**config.mk**
```make
export PLATFORM = sky130hd
export DESIGN_NAME = vpw_tx
export DESIGN_NICKNAME = d
export VERILOG_FILES = /design/src/rtl/vpw_pkg.sv /design/src/rtl/vpw_dp.sv /design/src/rtl/vpw_ctrl.sv /design/src/rtl/vpw_tx.sv
export SDC_FILE = /design/constraint.sdc
export NUM_CORES = 1
export LEC_CHECK = 0
export BUFFER_PORTS_ARGS = -buffer_cell sky130_fd_sc_hd__buf_2
export CAP_MARGIN = 20
export CORE_ASPECT_RATIO = 0.7
export CORE_MARGIN = 2
export CORE_UTILIZATION = 35
export CTS_CLUSTER_DIAMETER = 50
export DETAILED_ROUTE_END_ITERATION = 12
export GPL_ROUTABILITY_DRIVEN = 0
export RECOVER_POWER = 100
export SKIP_CTS_REPAIR_TIMING = 1
export SLEW_MARGIN = 5
export SYNTH_ARGS = -nofsm -noshare
export SYNTH_HDL_FRONTEND = slang
export SYNTH_SLANG_ARGS = --single-unit
export TNS_END_PERCENT = 30
```
**constraint.sdc**
```tcl
create_clock -name clk -period 1.93 [get_ports clk]
set_input_delay 0.4825 -clock clk [delete_from_list [all_inputs] [get_ports clk]]
set_output_delay 0.4825 -clock clk [all_outputs]
set_load 0.01 [all_outputs]
```
**src/rtl/vpw_pkg.sv**
```systemverilog
package vpw_pkg;
  localparam int DUR_W = 9;
  localparam int LAST_CODE = 5;

  typedef enum logic [2:0] {
    SYM_ZERO = 3'd0,
    SYM_ONE  = 3'd1,
    SYM_SOF  = 3'd2,
    SYM_EOD  = 3'd3,
    SYM_EOF  = 3'd4,
    SYM_GAP  = 3'd5
  } symCode_e;

  // strobes from control to datapath
  typedef struct packed {
    logic     load;
    logic     decr;
    symCode_e sym;
    logic     lvl;
    logic     binClk;
  } ctrlStrobe_t;
endpackage

```
**src/rtl/vpw_dp.sv**
```systemverilog
module vpw_dp
  import vpw_pkg::*;
#(
  parameter int CNT_W     = DUR_W,
  parameter int INT_SHORT = 64,
  parameter int INT_LONG  = 128,
  parameter int INT_SOF   = 200,
  parameter int INT_EOD   = 164,
  parameter int INT_EOF   = 240,
  parameter int INT_GAP   = 300,
  parameter int BIN_SHORT = 67,
  parameter int BIN_LONG  = 134,
  parameter int BIN_SOF   = 210,
  parameter int BIN_EOD   = 172,
  parameter int BIN_EOF   = 252,
  parameter int BIN_GAP   = 315
) (
  input  logic        clk,
  input  logic        rstN,
  input  ctrlStrobe_t strb,
  output logic        cntOne
);
  logic [CNT_W-1:0] cnt;
  logic [CNT_W-1:0] durSel;
  logic             isShort;
  int               durInt;

  always_comb begin
    // passive zero and active one are short
    isShort = (strb.sym == SYM_ZERO) ? !strb.lvl : strb.lvl;
    case (strb.sym)
      SYM_ZERO, SYM_ONE:
        durInt = isShort ? (strb.binClk ? BIN_SHORT : INT_SHORT)
                         : (strb.binClk ? BIN_LONG  : INT_LONG);
      SYM_SOF: durInt = strb.binClk ? BIN_SOF : INT_SOF;
      SYM_EOD: durInt = strb.binClk ? BIN_EOD : INT_EOD;
      SYM_EOF: durInt = strb.binClk ? BIN_EOF : INT_EOF;
      SYM_GAP: durInt = strb.binClk ? BIN_GAP : INT_GAP;
      default: durInt = 1;
    endcase
    durSel = CNT_W'(durInt);
  end

  always_ff @(posedge clk) begin
    if (!rstN)            cnt <= '0;
    else if (strb.load)   cnt <= durSel;
    else if (strb.decr)   cnt <= cnt - 1'b1;
  end

  assign cntOne = (cnt == CNT_W'(1));
endmodule

```
**src/rtl/vpw_ctrl.sv**
```systemverilog
module vpw_ctrl
  import vpw_pkg::*;
(
  input  logic        clk,
  input  logic        rstN,
  input  logic        tick,
  input  logic        reqValid,
  input  logic [2:0]  reqSym,
  input  logic        binMode,
  input  logic        cntOne,
  output logic        reqReady,
  output logic        busy,
  output logic        done,
  output logic        busOut,
  output ctrlStrobe_t strb
);
  logic     busyQ;
  logic     levelQ;
  logic     nextAct;
  logic     legal;
  logic     accept;
  logic     reqLvl;
  logic     isData;
  symCode_e sym;

  always_comb begin
    sym      = symCode_e'(reqSym);
    legal    = (reqSym <= 3'(LAST_CODE));
    isData   = (sym == SYM_ZERO) || (sym == SYM_ONE);
    done     = busyQ && tick && cntOne;
    reqReady = !busyQ || done;
    accept   = reqValid && reqReady && legal;
    if (sym == SYM_SOF) reqLvl = 1'b1;
    else if (isData)    reqLvl = nextAct;
    else                reqLvl = 1'b0;
    strb.load   = accept;
    strb.decr   = busyQ && tick && !done;
    strb.sym    = sym;
    strb.lvl    = reqLvl;
    strb.binClk = binMode;
  end

  always_ff @(posedge clk) begin
    if (!rstN) begin
      busyQ   <= 1'b0;
      levelQ  <= 1'b0;
      nextAct <= 1'b0;
    end else if (accept) begin
      busyQ   <= 1'b1;
      levelQ  <= reqLvl;
      nextAct <= isData ? !nextAct : 1'b0;
    end else if (done) begin
      busyQ   <= 1'b0;
      levelQ  <= 1'b0;
    end
  end

  assign busy   = busyQ;
  assign busOut = levelQ;
endmodule

```
**src/rtl/vpw_tx.sv**
```systemverilog
module vpw_tx
  import vpw_pkg::*;
#(
  parameter int CNT_W = DUR_W
) (
  input  logic       clk,
  input  logic       rstN,
  input  logic       tick,
  input  logic       reqValid,
  input  logic [2:0] reqSym,
  input  logic       binMode,
  output logic       reqReady,
  output logic       busy,
  output logic       done,
  output logic       busOut
);
  ctrlStrobe_t strb;
  logic        cntOne;

  vpw_ctrl ctrl (
    .clk(clk), .rstN(rstN), .tick(tick), .reqValid(reqValid),
    .reqSym(reqSym), .binMode(binMode), .cntOne(cntOne),
    .reqReady(reqReady), .busy(busy), .done(done), .busOut(busOut),
    .strb(strb)
  );

  vpw_dp #(.CNT_W(CNT_W)) dp (
    .clk(clk), .rstN(rstN), .strb(strb), .cntOne(cntOne)
  );
endmodule

```
### Yosys cells after proc, flatten, opt, wreduce, memory -nomap -nowiden

Index checks and enable logic that the tools add are counted.

* register bits: 12
* output and inout port bits: 4
* input port bits: 8

* order comparisons: 1
* add/subtract/negate cells: 1
* reductions and logical operators: 15
* mux-type cells: 17
* eq/ne operators: 6

Operators with widths (number)
* $pmux W9 S5: 1
* $mux W9: 3
* $mux W5: 2
* $eq A9 B1 Y1 const B: 1
* $sub A9 B1 Y9 const B: 1
* $mux W4: 2
* $mux W1: 7
* $eq A3 B2 Y1 const B: 2
* $eq A3 B3 Y1 const B: 2
* $logic_and A1 B1 Y1: 5
* $logic_not A1 Y1: 4
* $reduce_bool A2 Y1: 2
* $eq A3 B1 Y1 const B: 1
* $le A3 B3 Y1 const B: 1
* $logic_not A3 Y1: 1
* $mux W3: 1
* $logic_or A1 B1 Y1: 2
* $mux W2: 1
* $reduce_or A2 Y1: 1

### Depth between registers and ports, before layout

Gate-level depths: netlist of run 1.

* depth after elaboration: 9
* mapped depth: 8

### Hierarchy

Synthesis of run 1 repeated with hierarchy kept, for this count alone.

* cells, all modules: 107
* area, all modules: 907.1 um^2

Modules (own cells, without submodules)
* vpw_dp: instances 1, area an instance 679.4 um^2, cells each 82, sequential area each 180.2 um^2
* vpw_ctrl: instances 1, area an instance 227.7 um^2, cells each 25, sequential area each 60.1 um^2

### Worst setup path after synthesis of run 1

OpenSTA, ideal clock, no wires.

* path type: reg-to-output
* start point: register dp.cnt[1]
* end point: output port reqReady
* required time: 1.447 ns
* arrival time: 1.269 ns
* cell stages (with the launch flop): 6
* setup slack: 0.179 ns
* buffers on the path: 0
* cell sequence: dfxtp_1 -> inv_1 -> ha_1 -> nor4b_2 -> nand2_1 -> o21ai_0

* longest elaborated chain between the ends: 3

Ends and longest elaborated chain
* start: declaration: RTL line vpw_dp.sv:23 `logic [CNT_W-1:0] cnt;`
* start signal: assignment: RTL line vpw_dp.sv:46 `else if (strb.load) cnt <= durSel;`
* start signal: assignment: RTL line vpw_dp.sv:47 `else if (strb.decr) cnt <= cnt - 1'b1;`
* $eq A9 B1 Y1: RTL line vpw_dp.sv:50 `assign cntOne = (cnt == CNT_W'(1));`
* $logic_and A1 B1 Y1: RTL line vpw_ctrl.sv:30 `done = busyQ && tick && cntOne;`
* $logic_or A1 B1 Y1: RTL line vpw_ctrl.sv:31 `reqReady = !busyQ || done;`
* end: declaration: RTL line vpw_tx.sv:12 `output logic reqReady,`

No other way between the ends.

### Final worst setup path of run 1

Same ends and word-level chain as after synthesis.

==> results of run 1 <==
==> state kept, by name, indices dropped and copies added, names as in the netlist <==
signal,cells
dp.cnt,9
ctrl.nextAct,1
ctrl.busOut,1
ctrl.busy,1
==> worst max-delay path by stage <==
stage	from	endpoint
3_3_place_gp	dp.cnt[1]	dp.cnt[7]
6_report	dp.cnt[1]	reqReady
3_5_place_dp	dp.cnt[1]	dp.cnt[4]
5_1_grt	dp.cnt[1]	reqReady
2_1_floorplan	dp.cnt[1]	reqReady
4_1_cts	dp.cnt[4]	reqReady
==> cells by family after synthesis <==
logic type                 after synthesis  synth area share, %
AOI/OAI and AO/OA                       45                33.38
xor gates and xnor gates                 4                3.738
adders and majority gates                2                2.670
buffers and inverters                   12                4.939
DFF                                     12                25.63
and+or+nand+nor                         47                29.64
==> layout make-up <==
type	count	area share [%]
well taps	34	3.502
inverters	7	2.163
clock buffers	4	4.531
flip-flops and latches	12	19.98
repair buffers	24	12.36
multi-input cells	98	57.47
==> critical path: stages (launching register included) <==
cell	delay, ns
dfxtp_2	0.33
inv_2	0.08
ha_4	0.12
nor4b_4	0.28
nand2_2	0.13
o21ai_2	0.16
buf_2	0.14
==> layout by cell type (no fill, tap or decap), types with 3 or more instances in the layout <==
cell type,count
clkbuf_8,4
nand2_1,10
buf_4,13
xnor2_1,4
a21oi_1,14
nor2b_1,6
nor2_1,8
nand3_1,3
and3_1,3
buf_2,9
inv_1,6
dfxtp_1,10
o21ai_0,10
==> metal layers <==
layer	routed length, um	vias up	track usage [%]
met5	0	-	0
met4	12	0	5.000
met3	202	2	5.036
met2	1071	37	26.67
met1	1272	448	26.18
li1	-	504	-
==> per-stage QoR <==
| step | setup TNS, ns | std cells | setup slack, ns | power, mW | instance area, um2 |
|---|---|---|---|---|---|
| 4_1_cts | -0.3384 | 176 | -0.1858 | 0.8773 | 1145 |
| 5_1_grt | -0.1892 | 179 | -0.1112 | 0.9703 | 1215 |
| 3_3_place_gp | 0 | 172 | 0.07314 | 0.5918 | 1090 |
| 6_report | -0.04612 | 179 | -0.03619 | 0.9176 | 1215 |
| 3_5_place_dp | -0.01196 | 172 | -0.01196 | 0.5926 | 1090 |
| 2_1_floorplan | 0 | 122 | 0.1785 | 0.4932 | 937.1 |
==> power breakdown <==
part	internal (mW)	switching, mW
Combinational	0.153	0.170
Sequential	0.275	0.0381
Clock	0.181	0.100
Total	0.609	0.309
==> metrics, run 1 <==
Pwr Density=755.2 mW/mm2; detailed-route via count=991; CTS tree=done; Core ar.=0.002496 mm2; Syn Nets=132; Worst Hold Path EP=ctrl.busOut; DRT Pass-1 Iters=4; RSZ-0062 raised after global routing=true; drt drc=0; via/cell ratio=5.536; Yosys top cell by area=dfxtp_1; EDFF count, synth=0; post-DP HPWL=1.940 mm; Syn-to-layout area delta=29.64%; LEAKAGE=0.4567 nW; fmax=0.5086 GHz; Clock transition at path regs=0.06 ns; Critical Setup Path Class=reg -> out; Post-synth ARST share=0%; Die W=65.85 um; start point of the worst hold path=ctrl.busOut; row count=15; Sinks on Clock Net=12; initial antenna violation count=0; largest net degree at the start of global routing=18; post-synth cell types=40; clk_lat worst skew=0.25 ns; R2R depth=9; worst r2r src=dp.cnt[1]; worst reg-to-reg setup slack=0.09 ns; Setup crit start kind=register; port bufs=11; # fillers=235; Clock Skew=0.005285 ns; H-tree levels=1; Synth area leaders=dfxtp_1, a21oi_1, o21ai_0; WL final=2.558 mm; Hold Path Depth=2; Max clock buf depth=2; average instance area after synthesis=7.682 um2; share of layout cells above drive strength 1=30.34%; final slew viol count=0; final core utilization=48.67%; Worst slew margin=72.50%; status=complete, but fails checks; global route overflow=0; CP Data Required Time=1.45 ns; Final nets=156; Final ANT Viol Nets=0; Die Footprint=0.003114 mm2; routed len/inst=14.29 um; vias in the first global route=894; Overall Global Routing Usage=18.17%; worst min path class=reg -> reg; cts bufs inserted=3; arrival time worst endpoint=1.48 ns; max-cap violations=0; global-route wire length before repair=4.153 mm; most common cell in the netlist=a21oi_1; Least-Margin Pin Slew=0.4068 ns; 1st-iter DRT viols=64; Die Ht=47.30 um; synth warn=0; Min Hold Slack=0.4870 ns; prevailing post-synth register cell=dfxtp_1; critical path endpoint category=output port; #FFs+latches synth=12; Mapped Cells=122; Tcrit/Tclk final=101.9%; minimum clock period=1.966 ns; register area=242.7 um2; Synth top area share=25.63%; Final Hold Fails=0; area of the multi-input gates=698.2 um2; failing checks=negative setup slack; sequential share of the synthesized area=25.63%; antenna cells=0; most frequent cells after synthesis=a21oi_1, dfxtp_1, nand2_1, o21ai_0, nor2_1; CTS root buffer=clkbuf_8; Crit Path Max Fanout=3; FF-to-FF End=dp.cnt[2]; final worst slack=-0.03619 ns; worst vdd ir=0.3820 mV; I/O pins=12; Starting Density=37.54%; Synth Cell Area=937.1 um2; final setup fails=2
Note: power is estimated with default switching activity, not from simulation.
==> run 2, diff against run 1 <==
--- a/config.mk
+++ b/config.mk
@@ -5,6 +5,7 @@
 export SDC_FILE = /design/constraint.sdc
 export NUM_CORES = 1
 export LEC_CHECK = 0
+export ABC_AREA = 1
 export BUFFER_PORTS_ARGS = -buffer_cell sky130_fd_sc_hd__buf_2
 export CAP_MARGIN = 20
 export CORE_ASPECT_RATIO = 0.7
==> run 2 against run 1 <==
Against the previous run:
- the flow now finishes without violations
- sequential cell count stayed put
- worst setup slack better by 0.13 ns
- sequential share of layout area is 1.9 points higher
- first-iteration DRC count is 27% higher
- sequential power is 4% lower
- critical path depth is 1 higher
- total power is 7.4% lower
- non-clock buffer count is 13 lower
==> metrics, run 2 <==
RSZ-0062 raised after global routing=false; Final ANT Viol Nets=0; cts bufs inserted=3; Sinks on Clock Net=12; WL final=2.242 mm; final worst slack=0.09843 ns; most frequent cells after synthesis=nand2_1, nor2_1, inv_1, dfxtp_1, a21oi_1; synth warn=0; Clk pwr share=31.9%; final slew viol count=0; total power=0.8501 mW; routed len/inst=11.04 um; CP Data Required Time=1.45 ns; XOR/XNOR Fraction of Synth Area=5.469%; sequential share of the synthesized area=25.00%; critical path's slowest cell=dfxtp_1; drt drc=0; Post-Place Setup Slack=0.2338 ns; I/O pins=12; Die Footprint=0.003187 mm2; average instance area after synthesis=6.199 um2; max-cap violations=0; Die Ht=47.84 um; global-route wire length before repair=3.705 mm; largest net degree at the start of global routing=15; status=finished, final reports clean; setup TNS=0 ns; sw frac=34.59%; final setup fails=0; arrival time worst endpoint=1.35 ns; Post-synth ARST share=0%; Critical Path, Cell by Cell=inv_1 -> ha_1 -> nand2_1 -> nor2_4 -> nand3_4 -> nand2_4 -> buf_2; DRT Pass-1 Iters=4; worst reg-to-reg setup slack=0.16 ns; Final Hold Fails=0; post-synthesis mux area share=0%; LEAKAGE=0.5183 nW; max reg flops=9; worst vdd ir=0.3844 mV; prevailing post-synth register cell=dfxtp_1; CP peak stage delay=0.32 ns; port bufs=11; simple-gate share of the synthesized area=41.93%; Synth Cell Area=960.9 um2; global route overflow=0; Clock Skew=0.004279 ns; Die W=66.63 um; Pwr Density=773.8 mW/mm2; fmax=0.5460 GHz; detailed-route via count=971; Syn-to-layout area delta=14.32%; Comb pwr share=32.7%; Mapped Cells=155; internal power=0.5560 mW; clk_lat worst skew=0.24 ns; Overall Global Routing Usage=15.80%; H-tree levels=1; CTS root buffer=clkbuf_8; Tcrit/Tclk final=94.90%; commonest cells after routing, fill and taps aside=nand2_1, nor2_1, inv_1; Final Non-Filler Cells=203; Core ar.=0.002534 mm2; EDFF count, synth=0; row count=15; Starting Density=37.93%; Critical Setup Path Class=reg -> out; Setup crit start kind=register; post-synthesis adder-cell area fraction=2.604%; Inst Count DP=199; sw power=0.2941 mW; worst min path class=reg -> reg; via/cell ratio=4.783; antenna cells=0; largest family of logic cells by synthesized area=simple AND/OR/NAND/NOR gates; #FFs+latches synth=12; minimum clock period=1.832 ns; Clock transition at path regs=0.06 ns; Syn Nets=165; share of layout cells above drive strength 1=18.93%; largest reg by FF count=dp.cnt; CTS tree=done; post-synth cell types=23; critical path endpoint category=output port; Max clock buf depth=2; post-DP HPWL=1.858 mm; sequential group share of total power=35.4%; most common cell in the netlist=nand2_1; vias in the first global route=798; Synth top area share=25.00%; initial antenna violation count=0; commonest non-fill, non-tap cell in the layout=nand2_1; 1st-iter DRT viols=81; Least-Margin Pin Slew=0.3046 ns; Worst slew margin=79.62%; Crit Path Max Fanout=4; Synth area leaders=dfxtp_1, nand2_1, nor2_1; compound-gate portion of the synthesized area=14.84%; Yosys top cell by area=dfxtp_1; Final nets=180
[run 2: critical path: cells and delay by family (launching register included)]
kind,cells,cell delay (ns)
DFF,1,0.32
and+or+nand+nor,4,0.42
adders and majority gates,1,0.15
buffers and inverters,2,0.21
[run 2: per-layer routing]
metal	track usage [%]	share of wire [%]	vias to the layer above
met5	0	0	-
met4	1.224	0	0
met3	5.647	8.7	0
met2	21.80	37	34
met1	24.06	54	419
li1	-	-	518
[run 2: cells by family (layout without fill, tap and decap cells)]
group	Yosys count	count (layout)
AND/OR/NAND/NOR	84	84
AO/OA/AOI/OAI	27	27
buffers and inverters	24	38
flip-flops	12	12
XOR/XNOR	6	6
adder cells (fa/ha/maj)	2	2
[run 2: through the flow]
step / hold slack (ns) / cell area (um2) / utilization, %
final: 0.4742 / 1099 / 43.36
after detailed placement: 0.4673 / 1047 / 41.33
after floorplan: 0.4690 / 960.9 / -
after global placement: 0.4530 / 1047 / 41.33
after CTS: 0.4754 / 1102 / 43.51
after global routing: 0.4836 / 1099 / 43.36
[run 2: area by class of cell]
| type | count | area (um2) |
|---|---|---|
| Fill cell | 277 | 1435 |
| Multi-Input combinational cell | 119 | 623.1 |
| Timing Repair Buffer | 11 | 51.30 |
| Clock buffer | 4 | 55.05 |
| Sequential cell | 12 | 240.2 |
| Tap cell | 34 | 42.54 |
| Inverter | 23 | 86.33 |
[run 2: worst paths after layout]
| path | from | end | cells past startpoint |
|---|---|---|---|
| max | dp.cnt[1] | reqReady | 7 |
| min | ctrl.busOut | ctrl.busOut | 2 |
| max reg2reg | dp.cnt[1] | dp.cnt[1] | 11 |
| min reg2reg | ctrl.busOut | ctrl.busOut | 2 |
[run 2: power by group through the flow]
| stage | logic (mW) | clock network, mW | registers (mW) |
|---|---|---|---|
| 2_1_floorplan | 0.219 | 0 | 0.302 |
| 3_3_place_gp | 0.280 | 0 | 0.306 |
| 3_5_place_dp | 0.279 | 0 | 0.305 |
| 4_1_cts | 0.280 | 0.278 | 0.300 |
| 5_1_grt | 0.314 | 0.293 | 0.304 |
| 6_report | 0.278 | 0.271 | 0.301 |
